### src/rtl/epd_pkg.sv
package epd_pkg;

    // Synchroniser chain state for one asynchronous input
    typedef struct packed {
        logic meta;
        logic sync;
        logic prev;
    } sync_st_t;

endpackage

### src/rtl/epd_edge_sync.sv
module epd_edge_sync
    import epd_pkg::*;
(
    input  logic clk,
    input  logic rst,
    input  logic din,
    output logic rise
);

    sync_st_t st_d, st_q;

    always_comb begin
        st_d      = st_q;
        st_d.meta = din;
        st_d.sync = st_q.meta;
        st_d.prev = st_q.sync;
    end

    always_ff @(posedge clk) begin
        if (rst) begin
            st_q <= '0;
        end else begin
            st_q <= st_d;
        end
    end

    assign rise = st_q.sync & ~st_q.prev;

    // a detected rise lasts exactly one cycle
    a_r9_single_rise: assert property (@(posedge clk) disable iff (rst)
        rise |=> !rise);

endmodule

### src/rtl/epd_pulse_ctl.sv
module epd_pulse_ctl #(
    parameter int DELAY = 3
) (
    input  logic clk,
    input  logic rst,
    input  logic rise_a,
    input  logic rise_b,
    output logic up,
    output logic dn
);

    localparam int CNT_W = (DELAY < 2) ? 1 : $clog2(DELAY + 1);
    localparam logic [CNT_W-1:0] LAST = CNT_W'(DELAY - 1);

    typedef struct packed {
        logic             up;
        logic             dn;
        logic [CNT_W-1:0] cnt;
    } pc_st_t;

    pc_st_t st_d, st_q;
    logic   both;
    logic   release_now;

    always_comb begin
        st_d        = st_q;
        both        = st_q.up & st_q.dn;
        release_now = both && (st_q.cnt == LAST);
        if (release_now) begin
            st_d.up  = 1'b0;
            st_d.dn  = 1'b0;
            st_d.cnt = '0;
        end else begin
            st_d.up = st_q.up | rise_a;
            st_d.dn = st_q.dn | rise_b;
            if (both) begin
                st_d.cnt = st_q.cnt + 1'b1;
            end
        end
    end

    always_ff @(posedge clk) begin
        if (rst) begin
            st_q <= '0;
        end else begin
            st_q <= st_d;
        end
    end

    assign up = st_q.up;
    assign dn = st_q.dn;

    // up ends only in the cycle that dn ends, and vice versa
    a_r5_fall_together: assert property (@(posedge clk) disable iff (rst)
        $fell(st_q.up) |-> ($fell(st_q.dn)));
    a_r5_fall_together_dn: assert property (@(posedge clk) disable iff (rst)
        $fell(st_q.dn) |-> ($fell(st_q.up)));
    // overlap counter never passes its last value
    a_r5_cnt_range: assert property (@(posedge clk) disable iff (rst)
        st_q.cnt <= LAST);
    // a set flag holds until the joint release
    a_r8_hold_up: assert property (@(posedge clk) disable iff (rst)
        (st_q.up && !st_q.dn) |=> st_q.up);
    a_r8_hold_dn: assert property (@(posedge clk) disable iff (rst)
        (st_q.dn && !st_q.up) |=> st_q.dn);

endmodule

### src/rtl/epd_err_acc.sv
module epd_err_acc #(
    parameter int ACC_W = 8
) (
    input  logic                    clk,
    input  logic                    rst,
    input  logic                    up,
    input  logic                    dn,
    output logic signed [ACC_W-1:0] acc
);

    localparam logic signed [ACC_W-1:0] ACC_MAX = {1'b0, {(ACC_W-1){1'b1}}};
    localparam logic signed [ACC_W-1:0] ACC_MIN = {1'b1, {(ACC_W-1){1'b0}}};
    localparam logic signed [ACC_W-1:0] ONE     = {{(ACC_W-1){1'b0}}, 1'b1};

    logic signed [ACC_W-1:0] acc_d, acc_q;

    always_comb begin
        acc_d = acc_q;
        if (up && !dn && (acc_q != ACC_MAX)) begin
            acc_d = acc_q + ONE;
        end else if (dn && !up && (acc_q != ACC_MIN)) begin
            acc_d = acc_q - ONE;
        end
    end

    always_ff @(posedge clk) begin
        if (rst) begin
            acc_q <= '0;
        end else begin
            acc_q <= acc_d;
        end
    end

    assign acc = acc_q;

    // equal overlap leaves the integrator untouched
    a_r6_cancel: assert property (@(posedge clk) disable iff (rst)
        (up && dn) |=> $stable(acc_q));
    a_r6_idle: assert property (@(posedge clk) disable iff (rst)
        (!up && !dn) |=> $stable(acc_q));
    // no wrap from the top limit to the bottom or back
    a_r7_no_wrap_hi: assert property (@(posedge clk) disable iff (rst)
        (acc_q == ACC_MAX) |=> (acc_q != ACC_MIN));
    a_r7_no_wrap_lo: assert property (@(posedge clk) disable iff (rst)
        (acc_q == ACC_MIN) |=> (acc_q != ACC_MAX));

endmodule

### src/rtl/edge_phase_det.sv
module edge_phase_det #(
    parameter int DELAY = 3,
    parameter int ACC_W = 8
) (
    input  logic                    clk,
    input  logic                    rst,
    input  logic                    a_in,
    input  logic                    b_in,
    output logic                    up_o,
    output logic                    dn_o,
    output logic signed [ACC_W-1:0] acc_o
);

    logic rise_a, rise_b;
    logic up_w, dn_w;

    epd_edge_sync u_sync_a (
        .clk  (clk),
        .rst  (rst),
        .din  (a_in),
        .rise (rise_a)
    );

    epd_edge_sync u_sync_b (
        .clk  (clk),
        .rst  (rst),
        .din  (b_in),
        .rise (rise_b)
    );

    epd_pulse_ctl #(.DELAY(DELAY)) u_ctl (
        .clk    (clk),
        .rst    (rst),
        .rise_a (rise_a),
        .rise_b (rise_b),
        .up     (up_w),
        .dn     (dn_w)
    );

    epd_err_acc #(.ACC_W(ACC_W)) u_acc (
        .clk (clk),
        .rst (rst),
        .up  (up_w),
        .dn  (dn_w),
        .acc (acc_o)
    );

    assign up_o = up_w;
    assign dn_o = dn_w;

    // a pulse on up starts only after an edge on A was detected
    a_r2_up_cause: assert property (@(posedge clk) disable iff (rst)
        $rose(up_w) |-> $past(rise_a));
    // a pulse on dn starts only after an edge on B was detected
    a_r3_dn_cause: assert property (@(posedge clk) disable iff (rst)
        $rose(dn_w) |-> $past(rise_b));

endmodule

### config.mk
export PLATFORM = sky130hd
export DESIGN_NAME = edge_phase_det
export DESIGN_NICKNAME = d
export VERILOG_FILES = /design/src/rtl/epd_pkg.sv /design/src/rtl/epd_edge_sync.sv /design/src/rtl/epd_pulse_ctl.sv /design/src/rtl/epd_err_acc.sv /design/src/rtl/edge_phase_det.sv
export SDC_FILE = /design/constraint.sdc
export NUM_CORES = 1
export LEC_CHECK = 0
export CAP_MARGIN = 5
export CORE_MARGIN = 10
export CORE_UTILIZATION = 48
export CTS_CLUSTER_SIZE = 24
export DETAILED_ROUTE_END_ITERATION = 7
export HOLD_SLACK_MARGIN = 0.12
export PLACE_DENSITY_LB_ADDON = 0.1
export SKIP_CTS_REPAIR_TIMING = 1
export SLEW_MARGIN = 20
export SYNTH_ARGS = -nofsm -noshare
export SYNTH_HDL_FRONTEND = slang
export SYNTH_HIERARCHICAL = 1
export SYNTH_SLANG_ARGS = --single-unit
### constraint.sdc
create_clock -name clk -period 2.47 [get_ports clk]
set_input_delay 0.741 -clock clk [delete_from_list [all_inputs] [get_ports clk]]
set_output_delay 0.741 -clock clk [all_outputs]
set_load 0.02 [all_outputs]
==> results_dict.tcl, run 1 <==
set metrics [dict create \
    run_status "finished, final reports clean" \
    worst_hold_path.endpoint "u_sync_a/st_d[0]" \
    r2r_setup_slack_ns 0.13 \
    hold-worst-slack_ns 0.4463 \
    power_density_mw_per_mm2 640.2 \
    clock_path_buffers 2 \
    yosysSeqAreaShare_pct 34.29 \
    start_util_pct 51.98 \
    overall_track_demand_over_capacity_in_global_routing_pct 11.59 \
    core_area_mm2 0.002022 \
    h-tree-depth 1 \
    routed_wl_um 2461 \
    netSwitchingFraction_pct 33.16 \
    chipHeight_um 66.80 \
    setup-tns-final_ns 0 \
    top_level_ports 14 \
    power.share.clock_pct 20.6 \
    die_extent_in_x_um 66.80 \
    globalplace.congestion 0.8359 \
    timing.max_cap.violations 0 \
    cts_tree "done" \
    worst-slew-pin-transition_ns 0.4661 \
    critical_path.reg2reg.startpoint "u_acc/acc[7]" \
    post_synth.cell_area_avg_um2 9.384 \
    finalMaxSlewViolations 0 \
    clkTransAtPathRegs_ns 0.10 \
    drtIter0Drc 35 \
    worst_skew_pair_later_pin_latency_ns 0.29 \
    comb_power_share_pct 40.6 \
    irDropWorstVdd_mv 0.4016 \
    post_synth_num_cell_types 45 \
    fin_worst_skew_ns 0.007175 \
    final.min_clock_period_ns 2.336 \
    ant_nets 0 \
    layout.filler_cells 180 \
    grt.overflow.total 0 \
    worst_ep_arrival_time_ns 2.57 \
    buffer_ports.inserted 13 \
    yosys_warnings 6 \
    yosys_most_used_dff "sky130_fd_sc_hd__dfxtp_1" \
    mappedNetlistNets 124 \
    fmaxAchievable_mhz 428.0 \
    final_non_filler_cells 167 \
    drtPass1Iterations 4 \
    dpl.hpwl_um 1882 \
    n_antenna_cell 0 \
    via_total_after_detailed_routing 975 \
    setup.worst_path.start_class "flip-flop" \
    switching_power_uw 281.6 \
    dieArea_mm2 0.004462 \
    drive_above_1_share_pct 20.71 \
    drc 0 \
    critical_path.reg2reg.endpoint "u_acc/acc[6]" \
    crit_required_ns 2.71 \
    worstSetupPathType "flip-flop to flip-flop" \
    placed_cells_incl_taps 163 \
    grt_pass1_vias 915 \
    met2_wirelength_um 1137 \
    avgRoutedWirePerCell_um 14.74 \
    syn2layout_area_growth_pct 26.19 \
    end_kind "flip-flop" \
    cts_inserted_buffers 3 \
    syn-instance-count 112 \
    cts_num_sinks 18 \
    pleak_uw 0.0005202 \
    intPower_uw 567.5 \
    cts_root_buf "sky130_fd_sc_hd__clkbuf_4" \
    critPathSlowestCell "sky130_fd_sc_hd__or4_1" \
    synth.cell_area_mm2 0.001051 \
    worstHoldPathCells 1 \
    drt-vias-per-instance 5.838 \
    final_net_count 153 \
    critical_path.max_stage_delay_ns 0.47 \
    timing.final.hold_violations 0 \
    r2r_cells 8 \
    min-delay-start "u_sync_a/st_d[1]" \
    slew_headroom_pct 68.93 \
    critical_path.max_fanout 14 \
    final_min_period_over_clock_period_pct 94.59 \
    share_of_flip_flops_with_an_asynchronous_set_or_reset_pct 0 \
    rows 16 \
    grt_antenna_before_repair 0 \
    hold_class "flip-flop to flip-flop" \
    report.final.setup_viol 0 \
    synth-seq-cells 18 \
    grt_setup_unrepaired "false" \
    timing.critical_path.cells "nand4b_1 -> o21a_1 -> inv_4 -> ha_1 -> a211oi_1 -> or4_1 -> a32o_1 -> a21oi_2" \
    grt_pass1_wl_um 4112 \
    power.share.sequential_pct 38.8 \
    grt_max_degree 22 \
    wl_met1_um 1126 \
    number_of_flops_mapped_to_enable_cells_by_yosys 0 \
    met3_wirelength_um 161 \
    maxUsedRoutingLayer "met4" \
]
[cells by family (layout without fill, tap and decap cells)]
group                      Yosys count  in the layout  share of synthesized area, %
xor gates and xnor gates             1              1                        0.8335
AOI/OAI and AO/OA                   36             36                         24.17
DFF                                 18             18                         34.29
buffers and inverters                6             34                         3.809
and+or+nand+nor                     43             43                         26.67
adders and majority gates            8              8                         10.24
[state kept, by name (all words and copies together), names as in the netlist]
name           count
u_acc/acc          8
u_sync_a/st_q      1
u_ctl/up           1
u_sync_b/st_q      1
u_sync_a/st_d      2
u_ctl/st_q         2
u_sync_b/st_d      2
u_ctl/dn           1
[cells in the mapped netlist, drive strengths merged, types with 2 or more instances]
cell type / n / share of area (%)
nor3b: 2 / 1.4
a21bo: 2 / 1.9
nand4b: 2 / 1.7
o21ai: 5 / 2.4
a32o: 2 / 1.9
nor2: 3 / 1.1
nand4bb: 2 / 2.1
nor3: 7 / 3.3
and3: 2 / 1.3
nand3: 5 / 2.4
ha: 7 / 8.3
inv: 4 / 1.4
a21oi: 11 / 5.6
nor2b: 9 / 5.8
dfxtp: 18 / 34
o211ai: 4 / 2.9
a21o: 3 / 2.5
[cell type report]
| cell class | count | area, um^2 | share of cell area, % |
|---|---|---|---|
| tap | 27 | 33.78 | 2.547 |
| clock buffer | 4 | 36.28 | 2.736 |
| timing repair buffer | 26 | 227.7 | 17.17 |
| multi-input combinational | 88 | 650.6 | 49.06 |
| sequential | 18 | 360.3 | 27.17 |
| inverter | 4 | 17.52 | 1.321 |
[layer usage]
metal,vias up,GRT usage (%)
met5,-,0
met4,0,3.927
met3,7,4.348
met2,25,17.89
met1,451,14.30
li1,492,-
[critical path: cells and delay by family, from the launching register on]
| kind | cells | cell delay (ns) |
|---|---|---|
| adders and majority gates | 1 | 0.38 |
| DFF | 1 | 0.44 |
| buffers and inverters | 1 | 0.11 |
| and+or+nand+nor | 2 | 0.64 |
| AOI/OAI and AO/OA | 4 | 0.71 |
[how the worst max path moves through the flow]
stage,from,to,slack (ns),cells past startpoint
6_report,u_acc/acc[7],u_acc/acc[6],0.13,8
5_1_grt,u_acc/acc[7],u_acc/acc[6],0.0002,8
4_1_cts,u_acc/acc[7],u_acc/acc[7],0.11,8
3_5_place_dp,u_acc/acc[7],u_acc/acc[7],0.14,8
3_3_place_gp,u_acc/acc[7],u_acc/acc[7],0.20,8
2_1_floorplan,u_ctl/up,u_acc/acc[6],0.01,8
[placed cells by master, fill, tap and decap left out, types with 3 or more instances in the layout]
master                             n
sky130_fd_sc_hd__a21o_2            3
sky130_fd_sc_hd__a21oi_1          10
sky130_fd_sc_hd__buf_4            13
sky130_fd_sc_hd__clkbuf_4          3
sky130_fd_sc_hd__clkdlybuf4s50_1  13
sky130_fd_sc_hd__dfxtp_1          18
sky130_fd_sc_hd__ha_1              7
sky130_fd_sc_hd__inv_1             3
sky130_fd_sc_hd__nand3_1           5
sky130_fd_sc_hd__nor2_1            3
sky130_fd_sc_hd__nor2b_1           7
sky130_fd_sc_hd__nor3_1            7
sky130_fd_sc_hd__o211ai_1          4
sky130_fd_sc_hd__o21ai_0           4
[power groups by stage]
stage	sequential, uW	clock (uW)	combinational, uW
3_3_place_gp	335	0	330
4_1_cts	329	183	342
6_report	329	175	344
5_1_grt	332	193	375
2_1_floorplan	371	0	178
3_5_place_dp	336	0	340
[through the flow]
stage	cell area (um^2)	worst slack, ns	total power, uW	util (%)
global route	1326	0.0001832	899.9	65.59
CTS	1324	0.1147	853.9	65.47
finish	1326	0.1335	849.1	65.59
detailed placement	1287	0.1414	675.9	63.68
global placement	1287	0.1970	665.4	63.68
floorplan	1051	0.01077	549.5	-
No activity file was read; power rests on OpenSTA's default activity.
==> inputs of run 2 (changes only) <==
--- a/config.mk
+++ b/config.mk
@@ -11,6 +11,7 @@
 export CTS_CLUSTER_SIZE = 24
 export DETAILED_ROUTE_END_ITERATION = 7
 export HOLD_SLACK_MARGIN = 0.12
+export MAX_ROUTING_LAYER = met4
 export PLACE_DENSITY_LB_ADDON = 0.1
 export SKIP_CTS_REPAIR_TIMING = 1
 export SLEW_MARGIN = 20
==> results_dict.tcl, run 2 (synthesis results as in run 1) <==
set metrics [dict create \
    run_status "finished, final reports clean" \
    fin_util_pct 65.72 \
    slew_headroom_pct 68.64 \
    drtIter0Drc 38 \
    timing.final.hold_violations 0 \
    grt_setup_unrepaired "false" \
    routed_wl_um 2459 \
    timing.max_cap.violations 0 \
    final_min_period_over_clock_period_pct 94.14 \
    die_extent_in_x_um 66.80 \
    worst-slew-pin-transition_ns 0.4705 \
    globalplace.congestion 0.8487 \
    grt_antenna_before_repair 0 \
    worst_ep_arrival_time_ns 2.56 \
    avgRoutedWirePerCell_um 14.72 \
    largest_register_ff_count 8 \
    top_level_ports 14 \
    buffer_ports.inserted 13 \
    multiInputGateArea_um2 653.1 \
    drive_above_1_share_pct 21.43 \
    start_util_pct 51.98 \
    finalMaxSlewViolations 0 \
    chipHeight_um 66.80 \
    layout_common_cells "sky130_fd_sc_hd__dfxtp_1, sky130_fd_sc_hd__clkdlybuf4s50_1, sky130_fd_sc_hd__buf_4, sky130_fd_sc_hd__a21oi_1" \
    core_area_mm2 0.002022 \
    n_antenna_cell 0 \
    final.min_clock_period_ns 2.325 \
    clkTransAtPathRegs_ns 0.10 \
    layout_commonest_cell "sky130_fd_sc_hd__dfxtp_1" \
    pleak_uw 0.0005189 \
    cts_inserted_buffers 3 \
    report.final.setup_viol 0 \
    hold_class "flip-flop to flip-flop" \
    setup-tns-final_ns 0 \
    rows 16 \
    critical_path.max_fanout 14 \
    fin_worst_skew_ns 0.005329 \
    drtPass1Iterations 4 \
    crit_required_ns 2.71 \
    end_kind "flip-flop" \
    cts_tree "done" \
    grt_pass1_vias 920 \
    grt_max_degree 22 \
    cts_root_buf "sky130_fd_sc_hd__clkbuf_4" \
    setup.worst_path.start_class "flip-flop" \
    sequential_cell_area_um2 360.3 \
    via_total_after_detailed_routing 985 \
    grt_pass1_wl_um 4105 \
    worstSetupPathType "flip-flop to flip-flop" \
    layout.filler_cells 181 \
    irDropWorstVdd_mv 0.4010 \
    dieArea_mm2 0.004462 \
    syn2layout_area_growth_pct 26.43 \
    clock_path_buffers 2 \
    grt.overflow.total 0 \
    ant_nets 0 \
    h-tree-depth 1 \
    cts_num_sinks 18 \
    worst_skew_pair_later_pin_latency_ns 0.29 \
    power_density_mw_per_mm2 640.3 \
    overall_track_demand_over_capacity_in_global_routing_pct 11.84 \
    fmaxAchievable_mhz 430.1 \
    drt-vias-per-instance 5.898 \
    dpl.hpwl_um 1882 \
    final_net_count 153 \
    drc 0 \
]
## run 2: cell counts in the layout (fill, tap and decap cells not counted)
Identical to the previous run, type by type.
## run 2: metrics by stage
| stage | setup slack, ns | hold slack (ns) | power [uW] | area [um^2] | std cells |
|---|---|---|---|---|---|
| 2_1_floorplan | 0.01077 | 0.4138 | 549.5 | 1051 | 112 |
| 3_3_place_gp | 0.1970 | 0.4187 | 665.4 | 1287 | 163 |
| 3_5_place_dp | 0.1414 | 0.4284 | 675.9 | 1287 | 163 |
| 4_1_cts | 0.1147 | 0.4526 | 853.9 | 1324 | 167 |
| 5_1_grt | 0.02968 | 0.4683 | 902.2 | 1329 | 167 |
| 6_report | 0.1447 | 0.4455 | 850.8 | 1329 | 167 |
## run 2: cell type report
class / instances / share of cell area, %
Tap cell: 27 / 2.542
Clock buffer: 4 / 2.731
Multi-Input combinational cell: 88 / 49.15
Timing Repair Buffer: 26 / 17.14
Inverter: 4 / 1.318
Sequential cell: 18 / 27.12
## run 2: worst max-delay path: stages (launching register included)
cell and delay (ns):
sky130_fd_sc_hd__dfxtp_1 0.44, sky130_fd_sc_hd__nand4b_1 0.17, sky130_fd_sc_hd__o21a_1 0.20, sky130_fd_sc_hd__inv_4 0.11
sky130_fd_sc_hd__ha_2 0.38, sky130_fd_sc_hd__a211oi_1 0.10, sky130_fd_sc_hd__or4_1 0.47, sky130_fd_sc_hd__a32o_1 0.27
sky130_fd_sc_hd__a21oi_2 0.12
## run 2: routing by layer
layer | vias up | track usage (%) | wire (um)
li1 | 493 | - | -
met1 | 456 | 14.68 | 1181
met2 | 29 | 18.01 | 1122
met3 | 7 | 3.177 | 120
met4 | 0 | 3.927 | 35
met5 | - | - | 0
## run 2: final timing paths
kind / startpoint / end / slack [ns] / depth (start not counted)
setup reg to reg: u_acc/acc[7] / u_acc/acc[6] / 0.14 / 8
hold / removal: u_sync_a/st_d[1] / u_sync_a/st_d[0] / 0.45 / 1
setup / recovery: u_acc/acc[7] / u_acc/acc[6] / 0.14 / 8
hold reg to reg: u_sync_a/st_d[1] / u_sync_a/st_d[0] / 0.45 / 1
## run 2: report_power, final
part           leakage (uW)  internal (uW)  total, uW  switching (uW)
clock network     0.0000210           89.8        175            85.6
registers          0.000147            314        329            15.0
logic              0.000350            164        346             182
